===== config.mk =====
export PLATFORM = sky130hd
export DESIGN_NAME = dissem_barrier
export DESIGN_NICKNAME = d
export VERILOG_FILES = /design/src/rtl/dbar_pkg.sv /design/src/rtl/dbar_flag_bank.sv /design/src/rtl/dbar_thread_seq.sv /design/src/rtl/dissem_barrier.sv
export SDC_FILE = /design/constraint.sdc
export NUM_CORES = 1
export LEC_CHECK = 0
export BUFFER_PORTS_ARGS = -buffer_cell sky130_fd_sc_hd__buf_2
export CAP_MARGIN = 20
export CORE_MARGIN = 1.5
export CORE_UTILIZATION = 45
export DETAILED_ROUTE_END_ITERATION = 8
export PLACE_DENSITY = 0.62
export SYNTH_ARGS = -nofsm -noshare
export SYNTH_HDL_FRONTEND = slang
export SYNTH_HIERARCHICAL = 1
export SYNTH_SLANG_ARGS = --single-unit

===== constraint.sdc =====
create_clock -name clk -period 1.28 [get_ports clk]
set_input_delay 0.064 -clock clk [delete_from_list [all_inputs] [get_ports clk]]
set_output_delay 0.064 -clock clk [all_outputs]
set_load 0.01 [all_outputs]

===== src/rtl/dbar_pkg.sv =====
package dbar_pkg;
   typedef enum logic [1:0] {
      TS_IDLE = 2'd0,
      TS_SEND = 2'd1,
      TS_WAIT = 2'd2,
      TS_FIRE = 2'd3
   } tstate_e;
endpackage


===== src/rtl/dbar_flag_bank.sv =====
module dbar_flag_bank #(
   parameter int ROUNDS = 2,
   parameter int NP     = 4,
   localparam int NFLAG = ROUNDS * NP
) (
   input  logic             clk,
   input  logic             rst_n,
   input  logic [NFLAG-1:0] set_i,
   input  logic [NFLAG-1:0] clr_i,
   output logic [NFLAG-1:0] flag_o
);
   // one register row per round; set and clear are exclusive by protocol
   for (genvar r = 0; r < ROUNDS; r++) begin : g_row
      logic [NP-1:0] row_q;
      always_ff @(posedge clk) begin
         if (!rst_n) row_q <= '0;
         else        row_q <= (row_q | set_i[r*NP +: NP]) & ~clr_i[r*NP +: NP];
      end
      assign flag_o[r*NP +: NP] = row_q;
   end
endmodule


===== src/rtl/dbar_thread_seq.sv =====
module dbar_thread_seq
   import dbar_pkg::*;
#(
   parameter int ROUNDS = 2,
   localparam int RNDW  = (ROUNDS > 1) ? $clog2(ROUNDS) : 1
) (
   input  logic              clk,
   input  logic              rst_n,
   input  logic              arrive_i,
   input  logic [ROUNDS-1:0] partner_flag_i,
   input  logic [ROUNDS-1:0] own_flag_i,
   output logic [ROUNDS-1:0] set_o,
   output logic [ROUNDS-1:0] clr_o,
   output logic              release_o
);
   localparam logic [RNDW-1:0] LAST = RNDW'(ROUNDS - 1);

   tstate_e         state;
   logic [RNDW-1:0] rnd;
   logic            sent, seen;

   always_comb begin
      set_o = '0;
      clr_o = '0;
      for (int i = 0; i < ROUNDS; i++) begin
         if (state == TS_SEND && rnd == RNDW'(i) && !partner_flag_i[i]) set_o[i] = 1'b1;
         if (state == TS_WAIT && rnd == RNDW'(i) &&  own_flag_i[i])     clr_o[i] = 1'b1;
      end
   end

   assign sent      = |set_o;
   assign seen      = |clr_o;
   assign release_o = (state == TS_FIRE);

   always_ff @(posedge clk) begin
      if (!rst_n) begin
         state <= TS_IDLE;
         rnd   <= '0;
      end else begin
         case (state)
            TS_IDLE, TS_FIRE: begin
               if (arrive_i) begin
                  state <= TS_SEND;
                  rnd   <= '0;
               end else begin
                  state <= TS_IDLE;
               end
            end
            TS_SEND: if (sent) state <= TS_WAIT;
            TS_WAIT: begin
               if (seen) begin
                  if (rnd == LAST) begin
                     state <= TS_FIRE;
                  end else begin
                     rnd   <= rnd + 1'b1;
                     state <= TS_SEND;
                  end
               end
            end
            default: state <= TS_IDLE;
         endcase
      end
   end
endmodule


===== src/rtl/dissem_barrier.sv =====
module dissem_barrier #(
   parameter int NUM_THREADS = 4
) (
   input  logic                   clk,
   input  logic                   rst_n,
   input  logic [NUM_THREADS-1:0] arrive_i,
   output logic [NUM_THREADS-1:0] release_o
);
   localparam int NP     = NUM_THREADS;
   localparam int ROUNDS = $clog2(NP);
   localparam int NFLAG  = ROUNDS * NP;

   if (NP < 2 || (NP & (NP - 1)) != 0) begin : g_bad_np
      $error("dissem_barrier: NUM_THREADS must be a power of two, at least 2");
   end

   logic [NFLAG-1:0]  flag_q, set_all, clr_all;
   logic [ROUNDS-1:0] th_pf  [NP];
   logic [ROUNDS-1:0] th_of  [NP];
   logic [ROUNDS-1:0] th_set [NP];
   logic [ROUNDS-1:0] th_clr [NP];

   // per-thread views of the matrix: partner column wraps modulo NP
   always_comb begin
      for (int t = 0; t < NP; t++) begin
         for (int i = 0; i < ROUNDS; i++) begin
            th_pf[t][i] = flag_q[i*NP + ((t + (1 << i)) % NP)];
            th_of[t][i] = flag_q[i*NP + t];
         end
      end
   end

   // flag (round i, column p) is set by its single signaller (p - 2^i) mod NP
   always_comb begin
      set_all = '0;
      clr_all = '0;
      for (int i = 0; i < ROUNDS; i++) begin
         for (int p = 0; p < NP; p++) begin
            set_all[i*NP + p] = th_set[(p + NP - (1 << i)) % NP][i];
            clr_all[i*NP + p] = th_clr[p][i];
         end
      end
   end

   dbar_flag_bank #(.ROUNDS(ROUNDS), .NP(NP)) u_bank (
      .clk    (clk),
      .rst_n  (rst_n),
      .set_i  (set_all),
      .clr_i  (clr_all),
      .flag_o (flag_q)
   );

   for (genvar t = 0; t < NP; t++) begin : g_thr
      dbar_thread_seq #(.ROUNDS(ROUNDS)) u_seq (
         .clk            (clk),
         .rst_n          (rst_n),
         .arrive_i       (arrive_i[t]),
         .partner_flag_i (th_pf[t]),
         .own_flag_i     (th_of[t]),
         .set_o          (th_set[t]),
         .clr_o          (th_clr[t]),
         .release_o      (release_o[t])
      );
   end
endmodule


==> run metrics, run 1 <==
Starting Density=47.86%; wire length per cell=about 13 µm; Reg-to-Reg End=g_thr[1].u_seq/rnd; worst slew pin tran=248.4 ps; antenna diode count=0; Core Area=2781 µm²; Async SR Flop Fraction=0%; Final WS setup=~11 ps; maximum vdd drop=0.5214 mV; crit path launch=g_thr[1].u_seq/state[0]; Multi-input gate area=992.2 µm²; Seq cells post-synth=20; dpl hpwl=1784 µm; Synth Flop Type=dfxtp_1; First-pass DRT Iterations=4; crit end category=register; die height=57.39 µm; fin cells=192; proportion of layout cells with a drive suffix above 1=between 50% and 60%; Leakage=between 0.7 and 0.8 nW; # rows=19; Reg2Reg Depth=5; cell count after placement=around 190; run status=completed; post-layout util=59.33%; Hold Fails Final Rpt=0; Hold Path Class=input port to register; Max Clk Rate=788.2 MHz; Fill cells=about 240; worst-path maximum fanout=3; r2r setup slk=10 ps; Synth area leader=dfxtp_1; Die ar.=3294 µm²; IO Pins=10; post-placement setup slack=-50.58 ps; post-route clock period utilization=99.12%; vias in the first global route=approximately 1.0k; drt total wl=~2400 µm; DIE WIDTH=~57 µm; Num CTS Buffers=3; R2R Path Start=g_thr[1].u_seq/state[0]; largest net degree at the start of global routing=15; GP Congestion=0.8562; Commonest cells post-synth=20 x dfxtp_1, 20 x nand2_1, 16 x nor2_1; Worst Setup Path Type=register to register; Root Buffer=clkbuf_4; Seq. cell area=421.7 µm²; Yosys Warn Count=6; Slew Limit Fails=0; Worst Setup Start Kind=register; synthesized area=about 1300 µm²; average size of a mapped cell=9.509 µm²; Clock Latency Late Sink=290 ps; DRT iter0 DRCs=13; nets@finish=181; Sink Count=20; Pwr Density=780.4 nW/µm²; post-route ant nets=0; placed instance area=between 1500 and 2000 µm²; Seq/Total Area, Yosys=30.08%; Vias/cell=roughly 5.4; Setup Skew=1.271 ps; syn nets=between 150 and 200; Yosys top cell area share=roughly 30%; Power, Total=1.288 mW; cell count after synthesis=140; initial antenna violation count=0; P&R area growth vs syn=23.97%; first-pass GRT wire length=4305 µm; hold_buf cts=0; unrepaired setup endpoints after global routing=true; Worst EP arrival=roughly 1500 ps; WP data required=around 1500 ps; Rel. slew slack=between 80 and 90%; clock-pin slew on the worst setup and hold paths=110 ps; Residual DRC=0; final instance area=1650 µm²; Max clock buf depth=2; number of flops mapped to enable cells by yosys=0; port bufs=9; crit path to=g_thr[1].u_seq/rnd; DR vias=1039; final number of setup-violating endpoints=0; Total GRT Usage=16.15%; Final min period=1269 ps; global route overflow=0; Synth area leaders=dfxtp_1 30%, ha_1 11%, mux2i_1 9.0%; Netlist cell types=17; CTS tree=yes; H-Tree Level Count=1; max_cap viols=0
## placed cells by master, fill, tap and decap left out
cell type / instances
or3b_1: 4
mux2i_1: 12
nor2_1: 16
buf_4: 13
dfxtp_2: 8
and3_2: 4
a21oi_1: 3
nor3b_2: 8
buf_2: 9
dfxtp_1: 9
a22oi_2: 4
nor3b_1: 4
and3b_2: 4
clkbuf_4: 3
a21oi_2: 5
inv_2: 4
inv_1: 3
ha_4: 8
dfxtp_4: 3
nand2_2: 1
mux2_4: 8
o21ai_0: 4
nand2_1: 19
ha_1: 4
inv_4: 1
## stage by stage
stage	hold WS, ps	setup TNS, ps
floorplan	198.6	0
global placement	391.8	-17.64
detailed placement	397.5	-170.8
global route	108.9	-136.3
finish	91.45	0
CTS	75.29	0
## cell families after synthesis
kind of cell	synth area share (%)
and+or+nand+nor	27.82
muxes	16.92
AOI/OAI and AO/OA	8.271
adders and majority gates	11.28
DFF	30.07
buffers and inverters	5.639
## power by group
part	total [mW]	switching [mW]	internal, mW
logic	0.290	0.126	0.164
registers	0.696	0.0445	0.652
clock network	0.302	0.193	0.109
## registers in the layout, summed over array words and instances (netlist names)
name / cells
g_thr.u_seq/rnd: 4
g_thr.u_seq/state: 8
u_bank/g_row.row_q: 8
## what timing repair did
| action | CTS | global route |
|---|---|---|
| cloned | 0 | 0 |
| resized for setup | 15 | 19 |
| setup buffers | 2 | 1 |
| pin swaps | 0 | 11 |
| setup endpoints to repair | 8 | 13 |
## routing by layer
layer | GRT usage, % | vias up | wire (µm)
li1 | - | 526 | -
met1 | 20.56 | 506 | 1186
met2 | 28.25 | 5 | 1194
met3 | 2.721 | 2 | 36
met4 | 3.987 | 0 | 16
met5 | 0 | - | 0
## cell type report
type | count | share of cell area [%]
well taps | 31 | 2.350
multi-input cells | 108 | 60.12
inverters | 8 | 1.971
clock buffers | 3 | 1.365
flip-flops and latches | 20 | 25.55
repair buffers | 22 | 8.643
## critical path, stage by stage, from the launching register on
cell	delay [ps]
dfxtp_2	370
inv_2	50
ha_4	270
mux2_4	310
a21oi_2	120
nor2_1	60
## how the worst min path moves through the flow
stage	start	to	slack, ps	cells past startpoint
after floorplan	rst_n	g_thr[0].u_seq/state[0]	200	2
after global placement	arrive_i[2]	g_thr[2].u_seq/rnd	390	4
after detailed placement	arrive_i[2]	g_thr[2].u_seq/rnd	400	4
after CTS	arrive_i[2]	g_thr[2].u_seq/rnd	80	4
after global routing	arrive_i[0]	g_thr[0].u_seq/rnd	110	4
final	arrive_i[2]	g_thr[2].u_seq/rnd	90	4
Note: power is estimated with default switching activity, not from simulation.
==> inputs of run 2 (changes only) <==
Settings changed: ABC_AREA set to 1.
==> run metrics, run 2 <==
First-pass DRT Iterations=4 (unchanged); first-pass GRT wire length=4064 µm (-5.6%); Vias/cell=4.566 (-16%); setup tns final=0 ps (unchanged); DR vias=1210 (+16%); Synth Flop Type=dfxtp_1; met2 WL post-DR=982 µm (-18%); Largest regs=g_thr.u_seq/state: 8 flops, u_bank/g_row.row_q: 8 flops, g_thr.u_seq/rnd: 4 flops; Slew Limit Fails=0 (unchanged); Seq cells post-synth=20 (unchanged); Synth area leaders=dfxtp_1 29%, inv_1 13%, nand2_1 12%; maximum vdd drop=0.9234 mV (+77%); final number of setup-violating endpoints=0 (unchanged); slowest stage cell, crit path=dfxtp_1; count leader, synth=inv_1; most common cell after layout, fill and taps aside=inv_1; metal3 WL=44 µm (+22%); post-route ant nets=0 (unchanged); antenna diode count=0 (unchanged); hold_ws=39.30 ps (-52.15 ps); Starting Density=46.63% (-1.2 points); crit path launch=g_thr[1].u_seq/state[0]; Setup Buffers After CTS=0 (-2); port bufs=9 (unchanged); H-Tree Level Count=1 (unchanged); die height=58.78 µm (+2.4%); DIE WIDTH=58.78 µm (+2.4%); Yosys Warn Count=6 (unchanged); initial antenna violation count=0 (unchanged); max layer used=met4; synthesized area=1400 µm² (+5.2%); Max clock buf depth=2 (unchanged); Yosys top cell area share=28.60% (-1.5 points); Core Area=3003 µm² (+8.0%); crit end category=register; max_cap viols=0 (unchanged); Setup Skew=2.064 ps (+0.7925 ps); CP top delay family=flip-flops; DRT iter0 DRCs=34 (+21); Commonest cells post-synth=48 x inv_1, 43 x nand2_1, 28 x nor2_1; Worst Setup Start Kind=register; Die ar.=3455 µm² (+4.9%); average size of a mapped cell=6.452 µm² (-32%); unrepaired setup endpoints after global routing=false; nets@finish=252 (+39%); Leakage=0.7947 nW (+12%); Root Buffer=clkbuf_4; Hold Fails Final Rpt=0 (unchanged); Metal-1 WL=1221 µm (+3.0%); Synth area leader=dfxtp_1; Pwr Density=2203 nW/µm² (+180%); global route overflow=0 (unchanged); R2R Path Start=g_thr[1].u_seq/state[0]; Worst Setup Path Type=register to register; most frequent cells in the layout=48 x inv_1, 43 x nand2_1, 28 x nor2_1, 18 x dfxtp_1; Sink Count=20 (unchanged); slowest cell delay on critical path=350 ps (-20 ps); proportion of layout cells with a drive suffix above 1=25.43% (-26 points); wire length per cell=8.543 µm (-33%); Worst EP arrival=1390 ps (-70 ps); Seq/Total Area, Yosys=28.60% (-1.5 points); CTS tree=yes; run status=completed; Num CTS Buffers=3 (unchanged); dpl hpwl=1727 µm (-3.2%); largest net degree at the start of global routing=21 (+6); Hold Path Class=input port to register; Residual DRC=0 (unchanged); GP Congestion=0.7676 (-10%); Max Clk Rate=844.7 MHz (+7.2%); WP data required=1480 ps (about the same); Power, Total=3.393 mW (+160%); IO Pins=10 (unchanged); clock-pin slew on the worst setup and hold paths=110 ps (about the same); P&R area growth vs syn=10.01%; Buf+Inv Stages, Crit Path=1 (unchanged); vias in the first global route=1033 (+3.0%); Rel. slew slack=73.27% (-10 points); Clock Latency Late Sink=290 ps (about the same); hold_sp=arrive_i[0]; CP cell instances=inv_1, ha_2, o21ai_0, nand3_1, nand2_1, nor2_1; # rows=20 (+1); drt total wl=2264 µm (-7.0%); post-route clock period utilization=92.48% (-6.6 points); Final min period=1184 ps (-84.96 ps); worst-path maximum fanout=4 (+1); Netlist cell types=14 (-3); number of flops mapped to enable cells by yosys=0 (unchanged); cell count after synthesis=217 (+55%); worst slew pin tran=401.0 ps (+152.6 ps); Total GRT Usage=14.58% (-1.6 points); Async SR Flop Fraction=0% (unchanged); Fill cells=315 (+30%); syn nets=235 (+49%)
==> run 2: cell count changes after synthesis, moves of 9 or more <==
cell | before | now
inv_1 | 8 | 48
nand2_2 | 0 | 9
nand3_1 | 0 | 12
nand2_1 | 20 | 43
mux2i_1 | 12 | 0
nor2_1 | 16 | 28
==> run 2: what timing repair did <==
action | CTS | global route
gates resized for setup | 0 | 9
endpoints found under the setup margin | 0 | 11
hold buffers | 0 | 0
==> run 2: cell families (layout without fill, tap and decap cells) <==
| group | after synthesis | after routing | synth area share, % |
|---|---|---|---|
| compound gates | 20 | 20 | 8.222 |
| flops | 20 | 20 | 28.60 |
| simple gates | 108 | 108 | 36.64 |
| fa+ha+maj | 12 | 12 | 10.72 |
| buf+inv | 57 | 72 | 15.82 |
==> run 2: final timing paths <==
path	to	slack [ps]	cells after the start
worst max-delay path	g_thr[1].u_seq/state[0]	100	6
worst min-delay path	g_thr[0].u_seq/rnd	40	4
worst max register to register	g_thr[1].u_seq/state[0]	100	6
worst min register to register	u_bank/g_row[0].row_q[2]	530	2
==> run 2: cell type report <==
| class | instances | area, µm² | share of cell area (%) |
|---|---|---|---|
| Clock buffer | 3 | 22.52 | 1.462 |
| Inverter | 56 | 210.2 | 13.65 |
| Multi-Input combinational cell | 140 | 788.3 | 51.18 |
| Sequential cell | 20 | 402.9 | 26.16 |
| Tap cell | 33 | 41.29 | 2.681 |
| Timing Repair Buffer | 13 | 75.07 | 4.874 |
==> run 2: through the flow <==
step	instances	setup slack [ps]	area [µm²]	util (%)
4_1_cts	265	22.98	1528	50.88
6_report	265	96.20	1540	51.29
3_3_place_gp	262	21.14	1505	50.13
3_5_place_dp	262	51.18	1505	50.13
2_1_floorplan	217	81.21	1400	-
5_1_grt	265	8.739	1540	51.29
==> run 2: tightest hold or removal path: stages <==
cell     delay, ps
buf_2           90
nand3_1         60
nand2_1         50
a21oi_1         30
==> run 2: routing by layer <==
metal | vias up | GRT usage (%)
li1 | 683 | -
met4 | 0 | 4.870
met3 | 2 | 1.978
met2 | 8 | 23.65
met1 | 517 | 19.89
met5 | - | 0
==> run 2: power breakdown <==
| group | total, mW | internal (mW) | switching, mW |
|---|---|---|---|
| clock | 0.303 | 0.109 | 0.193 |
| sequential | 1.12 | 0.879 | 0.241 |
| combinational | 1.97 | 0.818 | 1.15 |
| total | 3.39 | 1.81 | 1.59 |
